<file path="config.mk">
export PLATFORM = sky130hd
export DESIGN_NAME = sdram_burst_colgen
export DESIGN_NICKNAME = d
export VERILOG_FILES = /design/src/rtl/sdram_colgen_pkg.sv /design/src/rtl/sdram_colgen_ctrl.sv /design/src/rtl/sdram_colgen_order.sv /design/src/rtl/sdram_colgen_pinmap.sv /design/src/rtl/sdram_burst_colgen.sv
export SDC_FILE = /design/constraint.sdc
export NUM_CORES = 1
export LEC_CHECK = 0
export ABC_AREA = 0
export BUFFER_PORTS_ARGS = -buffer_cell sky130_fd_sc_hd__clkbuf_2
export CAP_MARGIN = 20
export CORE_UTILIZATION = 42
export DETAILED_ROUTE_END_ITERATION = 8
export PLACE_DENSITY_LB_ADDON = 0.05
export SKIP_LAST_GASP = 1
export SLEW_MARGIN = 5
export SYNTH_ARGS = -nofsm -noshare
export SYNTH_HDL_FRONTEND = slang
export SYNTH_SLANG_ARGS = --single-unit
</file>
<file path="constraint.sdc">
create_clock -name clk -period 2.05 [get_ports clk]
set_clock_uncertainty 0.05 [all_clocks]
set_input_delay 0.3075 -clock clk [delete_from_list [all_inputs] [get_ports clk]]
set_output_delay 0.3075 -clock clk [all_outputs]
set_load 0.005 [all_outputs]
</file>
<file path="src/rtl/sdram_colgen_pkg.sv">
package sdram_colgen_pkg;

   // Wrap order selector values
   typedef enum logic {
      ORD_SEQ = 1'b0,
      ORD_ILV = 1'b1
   } order_e;

   // Default geometry: 11-bit column, 13-bit address bus, bit 10 reserved
   localparam int DEF_COL_W    = 11;
   localparam int DEF_ADDR_W   = 13;
   localparam int DEF_SKIP_BIT = 10;
   localparam int DEF_MAX_LOG  = 3;

endpackage

</file>
<file path="src/rtl/sdram_colgen_ctrl.sv">
module sdram_colgen_ctrl #(
   parameter int COL_W   = 11,
   parameter int MAX_LOG = 3,
   localparam int LOG_W  = $clog2(MAX_LOG + 1)
) (
   input  logic               clk,
   input  logic               rst_n,
   input  logic               start_i,
   input  logic [COL_W-1:0]   start_col_i,
   input  logic [LOG_W-1:0]   blen_i,
   input  logic               order_i,
   output logic [COL_W-1:0]   base_o,
   output logic [LOG_W-1:0]   blog_o,
   output logic               order_o,
   output logic [MAX_LOG-1:0] beat_o,
   output logic               valid_o,
   output logic               last_o
);

   logic [COL_W-1:0]   base_q;
   logic [LOG_W-1:0]   blog_q;
   logic               order_q;
   logic [MAX_LOG-1:0] beat_q;
   logic               valid_q;
   logic [MAX_LOG-1:0] final_beat;
   logic               at_final;

   // Final beat index is BL-1: the low blog_q bits set
   assign final_beat = ~({MAX_LOG{1'b1}} << blog_q);
   assign at_final   = (beat_q == final_beat);

   always_ff @(posedge clk or negedge rst_n) begin
      if (!rst_n) begin
         base_q  <= '0;
         blog_q  <= '0;
         order_q <= 1'b0;
         beat_q  <= '0;
         valid_q <= 1'b0;
      end else if (start_i) begin
         base_q  <= start_col_i;
         blog_q  <= blen_i;
         order_q <= order_i;
         beat_q  <= '0;
         valid_q <= 1'b1;
      end else if (valid_q) begin
         if (at_final) begin
            valid_q <= 1'b0;
         end else begin
            beat_q <= beat_q + 1'b1;
         end
      end
   end

   assign base_o  = base_q;
   assign blog_o  = blog_q;
   assign order_o = order_q;
   assign beat_o  = beat_q;
   assign valid_o = valid_q;
   assign last_o  = valid_q & at_final;

   // a start always yields beat 0 on the next cycle
   p_restart_beat0_r5 : assert property (@(posedge clk) disable iff (!rst_n)
      start_i |=> (valid_o && beat_o == '0));

   // captured mode holds while no start arrives
   p_mode_held_r6 : assert property (@(posedge clk) disable iff (!rst_n)
      (valid_o && !start_i) |=> ($stable(blog_o) && $stable(order_o) && $stable(base_o)));

   // idle after the final beat unless restarted
   p_idle_after_last_r7 : assert property (@(posedge clk) disable iff (!rst_n)
      (last_o && !start_i) |=> (!valid_o && !last_o));

   // idle stays idle without a start
   p_idle_hold_r7 : assert property (@(posedge clk) disable iff (!rst_n)
      (!valid_o && !start_i) |=> !valid_o);

   // last only while valid
   p_last_in_burst_r10 : assert property (@(posedge clk) disable iff (!rst_n)
      last_o |-> valid_o);

   // mid-burst beats advance by one
   p_beat_step_r1 : assert property (@(posedge clk) disable iff (!rst_n)
      (valid_o && !last_o && !start_i) |=> (beat_o == $past(beat_o) + 1'b1));

endmodule

</file>
<file path="src/rtl/sdram_colgen_order.sv">
module sdram_colgen_order #(
   parameter int COL_W   = 11,
   parameter int MAX_LOG = 3,
   parameter bit HAS_ILV = 1'b1,
   localparam int LOG_W  = $clog2(MAX_LOG + 1)
) (
   input  logic [COL_W-1:0]   base_i,
   input  logic [LOG_W-1:0]   blog_i,
   input  logic               order_i,
   input  logic [MAX_LOG-1:0] beat_i,
   output logic [COL_W-1:0]   col_o
);

   logic [MAX_LOG-1:0] low_base;
   logic [MAX_LOG-1:0] low_mask;
   logic [MAX_LOG-1:0] seq_low;
   logic [MAX_LOG-1:0] pick_low;
   logic [MAX_LOG-1:0] new_low;

   assign low_base = base_i[MAX_LOG-1:0];
   assign low_mask = ~({MAX_LOG{1'b1}} << blog_i);
   // Carry out of the masked field is discarded by the mask below
   assign seq_low  = low_base + beat_i;

   generate
      if (HAS_ILV) begin : g_both_orders
         logic [MAX_LOG-1:0] ilv_low;
         assign ilv_low  = low_base ^ beat_i;
         assign pick_low = order_i ? ilv_low : seq_low;
      end else begin : g_seq_only
         logic unused_order;
         assign unused_order = order_i;
         assign pick_low     = seq_low;
      end
   endgenerate

   assign new_low = (low_base & ~low_mask) | (pick_low & low_mask);
   assign col_o   = {base_i[COL_W-1:MAX_LOG], new_low};

endmodule

</file>
<file path="src/rtl/sdram_colgen_pinmap.sv">
module sdram_colgen_pinmap #(
   parameter int COL_W    = 11,
   parameter int ADDR_W   = 13,
   parameter int SKIP_BIT = 10
) (
   input  logic [COL_W-1:0]  col_i,
   output logic [ADDR_W-1:0] addr_o
);

   generate
      for (genvar gi = 0; gi < ADDR_W; gi++) begin : g_pin
         if (gi < SKIP_BIT) begin : g_low
            assign addr_o[gi] = col_i[gi];
         end else if (gi == SKIP_BIT) begin : g_skip
            assign addr_o[gi] = 1'b0;
         end else if (gi - 1 < COL_W) begin : g_high
            assign addr_o[gi] = col_i[gi-1];
         end else begin : g_pad
            assign addr_o[gi] = 1'b0;
         end
      end
   endgenerate

endmodule

</file>
<file path="src/rtl/sdram_burst_colgen.sv">
module sdram_burst_colgen
   import sdram_colgen_pkg::*;
#(
   parameter int COL_W    = DEF_COL_W,
   parameter int ADDR_W   = DEF_ADDR_W,
   parameter int SKIP_BIT = DEF_SKIP_BIT,
   parameter int MAX_LOG  = DEF_MAX_LOG,
   parameter bit HAS_ILV  = 1'b1,
   localparam int LOG_W   = $clog2(MAX_LOG + 1)
) (
   input  logic              clk,
   input  logic              rst_n,
   input  logic              start_i,
   input  logic [COL_W-1:0]  start_col_i,
   input  logic [LOG_W-1:0]  blen_i,
   input  logic              order_i,
   output logic [COL_W-1:0]  col_o,
   output logic [ADDR_W-1:0] addr_o,
   output logic              valid_o,
   output logic              last_o
);

   // Elaboration-time parameter checks
   generate
      if (MAX_LOG < 1) begin : g_bad_log
         $error("MAX_LOG must be at least 1");
      end
      if ((1 << LOG_W) != MAX_LOG + 1) begin : g_bad_code
         $error("MAX_LOG + 1 must be a power of two so every length code is legal");
      end
      if (COL_W <= MAX_LOG) begin : g_bad_col
         $error("COL_W must exceed MAX_LOG");
      end
      if (SKIP_BIT > COL_W || ADDR_W < COL_W + 1) begin : g_bad_map
         $error("address bus too narrow for column plus reserved bit");
      end
   endgenerate

   logic [COL_W-1:0]   base_w;
   logic [LOG_W-1:0]   blog_w;
   logic               order_w;
   logic [MAX_LOG-1:0] beat_w;

   sdram_colgen_ctrl #(
      .COL_W   (COL_W),
      .MAX_LOG (MAX_LOG)
   ) u_ctrl (
      .clk         (clk),
      .rst_n       (rst_n),
      .start_i     (start_i),
      .start_col_i (start_col_i),
      .blen_i      (blen_i),
      .order_i     (order_i),
      .base_o      (base_w),
      .blog_o      (blog_w),
      .order_o     (order_w),
      .beat_o      (beat_w),
      .valid_o     (valid_o),
      .last_o      (last_o)
   );

   sdram_colgen_order #(
      .COL_W   (COL_W),
      .MAX_LOG (MAX_LOG),
      .HAS_ILV (HAS_ILV)
   ) u_order (
      .base_i  (base_w),
      .blog_i  (blog_w),
      .order_i (order_w),
      .beat_i  (beat_w),
      .col_o   (col_o)
   );

   sdram_colgen_pinmap #(
      .COL_W    (COL_W),
      .ADDR_W   (ADDR_W),
      .SKIP_BIT (SKIP_BIT)
   ) u_pinmap (
      .col_i  (col_o),
      .addr_o (addr_o)
   );

   // bits above the burst field never move within a burst
   p_upper_fixed_r2 : assert property (@(posedge clk) disable iff (!rst_n)
      (valid_o && !last_o && !start_i) |=>
         (col_o[COL_W-1:MAX_LOG] == $past(col_o[COL_W-1:MAX_LOG])));

   // a one-beat burst is last on its only beat
   p_single_beat_r4 : assert property (@(posedge clk) disable iff (!rst_n)
      (start_i && blen_i == '0) |=> last_o);

   // the first beat repeats the captured start column
   p_first_col_r5 : assert property (@(posedge clk) disable iff (!rst_n)
      start_i |=> (col_o == $past(start_col_i)));

   // nothing valid while in reset
   p_reset_quiet_r8 : assert property (@(posedge clk)
      !rst_n |-> (!valid_o && !last_o));

endmodule

</file>
=== Word level (Yosys, flattened, before mapping) ===
Cells that the tools add are included.

* Bits in registers: 18
* Logic and storage cells: 26

* Add/sub/neg operators: 2
* Equal/unequal tests: 2
* Shift-type cells: 1
* Mux-type cells: 7
* Bitwise logic cells: 7
* Reduce and logical (&&, ||, !) cells: 2

{| class="wikitable"
|+ Operators with widths
! kind !! count
|-
| 2-to-1 mux 3 bit || 4
|-
| bitwise AND 3 bit || 2
|-
| NOT 3 bit || 2
|-
| adder 3 x 1 -> 3 bit (second input constant) || 1
|-
| adder 3 bit || 1
|-
| equality test 3 bit || 1
|-
| 2-to-1 mux 1 bit || 3
|-
| OR 3 bit || 1
|-
| << shifter 3 x 2 -> 3 bit (first input constant) || 1
|-
| XOR 3 bit || 1
|-
| != test 2 bit (second input constant) || 1
|-
| AND reduction 2 bit || 1
|-
| nonzero test 2 bit || 1
|-
| bitwise AND 1 bit || 1
|}

=== Longest topological paths before layout ===
* Depth in word-level cells: 6
* Depth in mapped cells: 8
* Depth with buffers taken out: 7

=== Cells and area by module ===
A second synthesis with hierarchy kept.

* Cell total of the unflattened synthesis: 93
* Area, all modules: 1071.0 sq um

{| class="wikitable"
|+ By module, submodules not included
! module !! instances !! cells an instance !! area an instance (sq um) !! seq. area each (sq um)
|-
| sdram_colgen_ctrl || 1 || 55 || 790.8 || 450.4
|-
| sdram_colgen_order || 1 || 24 || 178.9 || 0.0
|-
| sdram_colgen_pinmap || 1 || 14 || 101.3 || 0.0
|}

=== Worst setup path after synthesis ===
No wires, ideal clock.

* Kind: reg2out
* Start: register u_ctrl.beat_q[0], in the netlist u_ctrl.beat_o[0]
* End: output port col_o[2]
* Arrival: 1797 ps
* Required time: 1692 ps
* Setup slack: -105 ps
* Stages on the path, launching flop included: 9
* Buffers on the path: 1
* Path through: dfrtp_1 -> ha_1 -> inv_1 -> fa_1 -> nor2_1 -> xor2_1 -> and3_2 -> xor2_1 -> buf_4

* Word-level cells in the longest chain between the ends: 4

{| class="wikitable"
|+ Ends and longest elaborated chain
! element !! line !! source
|-
| start, declared || sdram_colgen_ctrl.sv:23 || <nowiki>logic [MAX_LOG-1:0] beat_q;</nowiki>
|-
| start signal, assigned || sdram_colgen_ctrl.sv:49 || <nowiki>beat_q <= beat_q + 1'b1;</nowiki>
|-
| adder 3 bit || sdram_colgen_order.sv:23 || <nowiki>assign seq_low = low_base + beat_i;</nowiki>
|-
| 2-to-1 mux 3 bit || sdram_colgen_order.sv:29 || <nowiki>assign pick_low = order_i ? ilv_low : seq_low;</nowiki>
|-
| bitwise AND 3 bit || sdram_colgen_order.sv:37 || <nowiki>assign new_low = (low_base & ~low_mask) | (pick_low & low_mask);</nowiki>
|-
| OR 3 bit || sdram_colgen_order.sv:37 ||
|-
| end, declared || sdram_burst_colgen.sv:17 || <nowiki>output logic [COL_W-1:0] col_o,</nowiki>
|}

Every way passes these cells.

=== Worst setup path in the final report ===
* Start: register u_ctrl.base_q[0], in the netlist u_ctrl.base_o[0]
* End: output port addr_o[2]

* Word-level cells in the longest chain between the ends: 4

{| class="wikitable"
|+ Ends and longest elaborated chain
! element !! line !! source
|-
| start, declared || sdram_colgen_ctrl.sv:20 || <nowiki>logic [COL_W-1:0] base_q;</nowiki>
|-
| start signal, assigned || sdram_colgen_ctrl.sv:40 || <nowiki>base_q <= start_col_i;</nowiki>
|-
| adder 3 bit || sdram_colgen_order.sv:23 ||
|-
| 2-to-1 mux 3 bit || sdram_colgen_order.sv:29 ||
|-
| bitwise AND 3 bit || sdram_colgen_order.sv:37 ||
|-
| OR 3 bit || sdram_colgen_order.sv:37 ||
|-
| end, declared || sdram_burst_colgen.sv:18 || <nowiki>output logic [ADDR_W-1:0] addr_o,</nowiki>
|}

Every way passes these cells.

==> out/metrics.cfg <==
[outcome]
status=complete, but fails checks
violations=setup timing

[clocking]
clk_latency_ps=290
clk_pin_slew_ps=110
cts_tree=done
htree_levels=1
cts_sinks=18
cts_buffers=3
clk_path_buf_depth=2
root_buffer=clkbuf_4

[layout]
layout_common_cells=38 x clkbuf_2, 17 x dfrtp_1, 7 x mux2_2, 7 x mux2_1, 5 x nor2_1
drive_gt1_frac=0.5372
layout_commonest_cell=clkbuf_2
areaGrowthSynthToFinish_pct=15.45
antenna_cells=0
fin_nets=143
final_util=0.5332

[floorplanning]
die_width_um=52.26
start_util=0.4619
dieArea_um2=2731
core.rowCount=17
ioPinCount=43
core_um2=2297
fp.dieH_um=52.26

[placed_design]
io_buffers=40
dpl.hpwl_um=1275
gp_congestion=0.7450

[synth]
ys_types=29
synth_area_um2=1061
postSynthCellCount=94
ys.flop_type=dfrtp_1
yosysSeqAreaShare=0.4245
ys_seq_elements=18
async_flop_share=1.000
yosys_warnings=0
avgSynthCellArea_um2=11.29
synth_edf_count=0

[sta]
period_share=1.101
fin_crit_ps=2257
fmax_ghz=0.4431
finalSetupViolations=4
grt_setup_unrepaired=yes
fin_ws_ps=-206.6
finalHoldViolCount=0
maxSlewViolCount=0

[worst_setup_path]
required_ps=1690
critPathLaunch=u_ctrl.base_o[0]
max_stage_delay_ps=370
cp_max_fo=2
rr_startpoint=u_ctrl.beat_o[1]
critical-path-top-delay-family=adder cells
worstSetupStartpointType=flip-flop
crit_arrival_ps=1900
cp_num_buf_inv=2
worst-r2r-setup-slack_ps=310
worstSetupPathType=reg -> out
endpoint=addr_o[2]
cp-end-kind=output port
r2r_end=u_ctrl.beat_o[0]
crit_chain=ha_1 > inv_1 > fa_2 > nor2_2 > xor2_1 > and3_4 > xor2_2 > buf_2
r2r_cells=5
critPathSlowestCell=dfrtp_1
crit_cells=8

[global_routing]
grt_pass1_vias=670
grt.overflow.total=0
grt_usage=0.1499
grt_pass1_wl_um=2932
grt_start_max_net_pins=22
grt_antenna_before_repair=0

[power]
powerDensity_nw_per_um2=896.0
peakVddDrop_v=0.0004845
p_leak_nw=0.6113
finalPower_mw=1.097

[route]
drt_iter0_drc=2
drc_errors=0
vias=711
dr.pass1.iters=3
vias_per_cell=4.772
post_drt_wl_per_cell_um=11.61
ant_nets=0
wl_um=1730

[min_path]
worstHoldPathType=in -> reg

[flow_run]
drv_cap=0

synth_stat cells, types with 2 or more instances:
master	instances	area share
dfrtp_1	18	0.42
inv_1	4	0.014
nand2b_1	2	0.012
buf_4	22	0.16
a21oi_1	3	0.014
nor2_1	6	0.021
ha_1	3	0.035
mux2_2	7	0.074
mux2_1	7	0.074
xor2_1	3	0.025
cells by family (layout without fill, tap and decap cells):
kind of cell | count (synthesis) | count (layout) | synth area share
buffers and inverters | 27 | 53 | 0.1733
adders and majority gates | 4 | 4 | 0.05425
and+or+nand+nor | 17 | 17 | 0.09199
xor gates and xnor gates | 3 | 3 | 0.02477
muxes | 16 | 16 | 0.1722
other | 1 | 2 | 0.003534
DFF | 18 | 18 | 0.4245
AOI/OAI and AO/OA | 8 | 8 | 0.05542
cell type report:
class / instances / area [um^2]
fill: 212 / 1072
sequential: 18 / 451.7
multi-input combinational: 50 / 446.7
timing repair buffer: 45 / 240.2
clock buffer: 4 / 36.28
tap: 28 / 35.03
inverter: 4 / 15.01
layer usage:
| layer | routed length [um] | global-route usage | up-vias |
|---|---|---|---|
| met1 | 778 | 0.1890 | 339 |
| met3 | 94 | 0.03478 | 2 |
| met2 | 839 | 0.2436 | 27 |
| li1 | - | - | 343 |
| met4 | 17 | 0.06579 | 0 |
| met5 | 0 | 0 | - |
metrics by stage:
stage | hold slack (ps) | area [um^2] | worst slack [ps] | TNS [ps] | std cells
after floorplan | -38.09 | 1074 | 11.30 | 0 | 95
after global placement | 230.7 | 1162 | 78.20 | 0 | 143
after detailed placement | 233.3 | 1162 | 40.36 | 0 | 143
after CTS | 167.6 | 1225 | -258.7 | -818.0 | 149
after global routing | 164.8 | 1225 | -308.3 | -1215 | 149
final | 176.1 | 1225 | -206.6 | -680.4 | 149
power by group:
| group | leakage (nW) | internal [mW] | switching [mW] | total, mW |
|---|---|---|---|---|
| Sequential | 0.213 | 0.410 | 0.0430 | 0.453 |
| Combinational | 0.378 | 0.225 | 0.200 | 0.425 |
| Clock | 0.0210 | 0.108 | 0.111 | 0.219 |
sequential cells by signal, summed over array words and instances (netlist names):
| signal | count |
|---|---|
| u_ctrl.valid_o | 1 |
| u_ctrl.blog_o | 2 |
| u_ctrl.beat_o | 3 |
| u_ctrl.order_o | 1 |
| u_ctrl.base_o | 11 |
worst min path at each step:
stage | start | end | slack, ps | cells past startpoint
detailed placement | rst_n | u_ctrl.base_o[6] | 230 | 1
global placement | rst_n | u_ctrl.valid_o | 230 | 1
CTS | start_col_i[5] | u_ctrl.base_o[5] | 170 | 2
floorplan | rst_n | u_ctrl.base_o[0] | -40 | 0
global route | start_col_i[10] | u_ctrl.base_o[10] | 160 | 2
finish | start_col_i[4] | u_ctrl.base_o[4] | 180 | 2
repair_timing:
item | 4_1_cts | 5_1_grt
hold buffers | 1 | 0
pin swaps | 3 | 2
setup buffers | 1 | 0
setup endpoints to repair | 4 | 5
resized for setup | 3 | 2
hold endpoints to repair | 18 | 0
(Power assumes the default switching activity.)
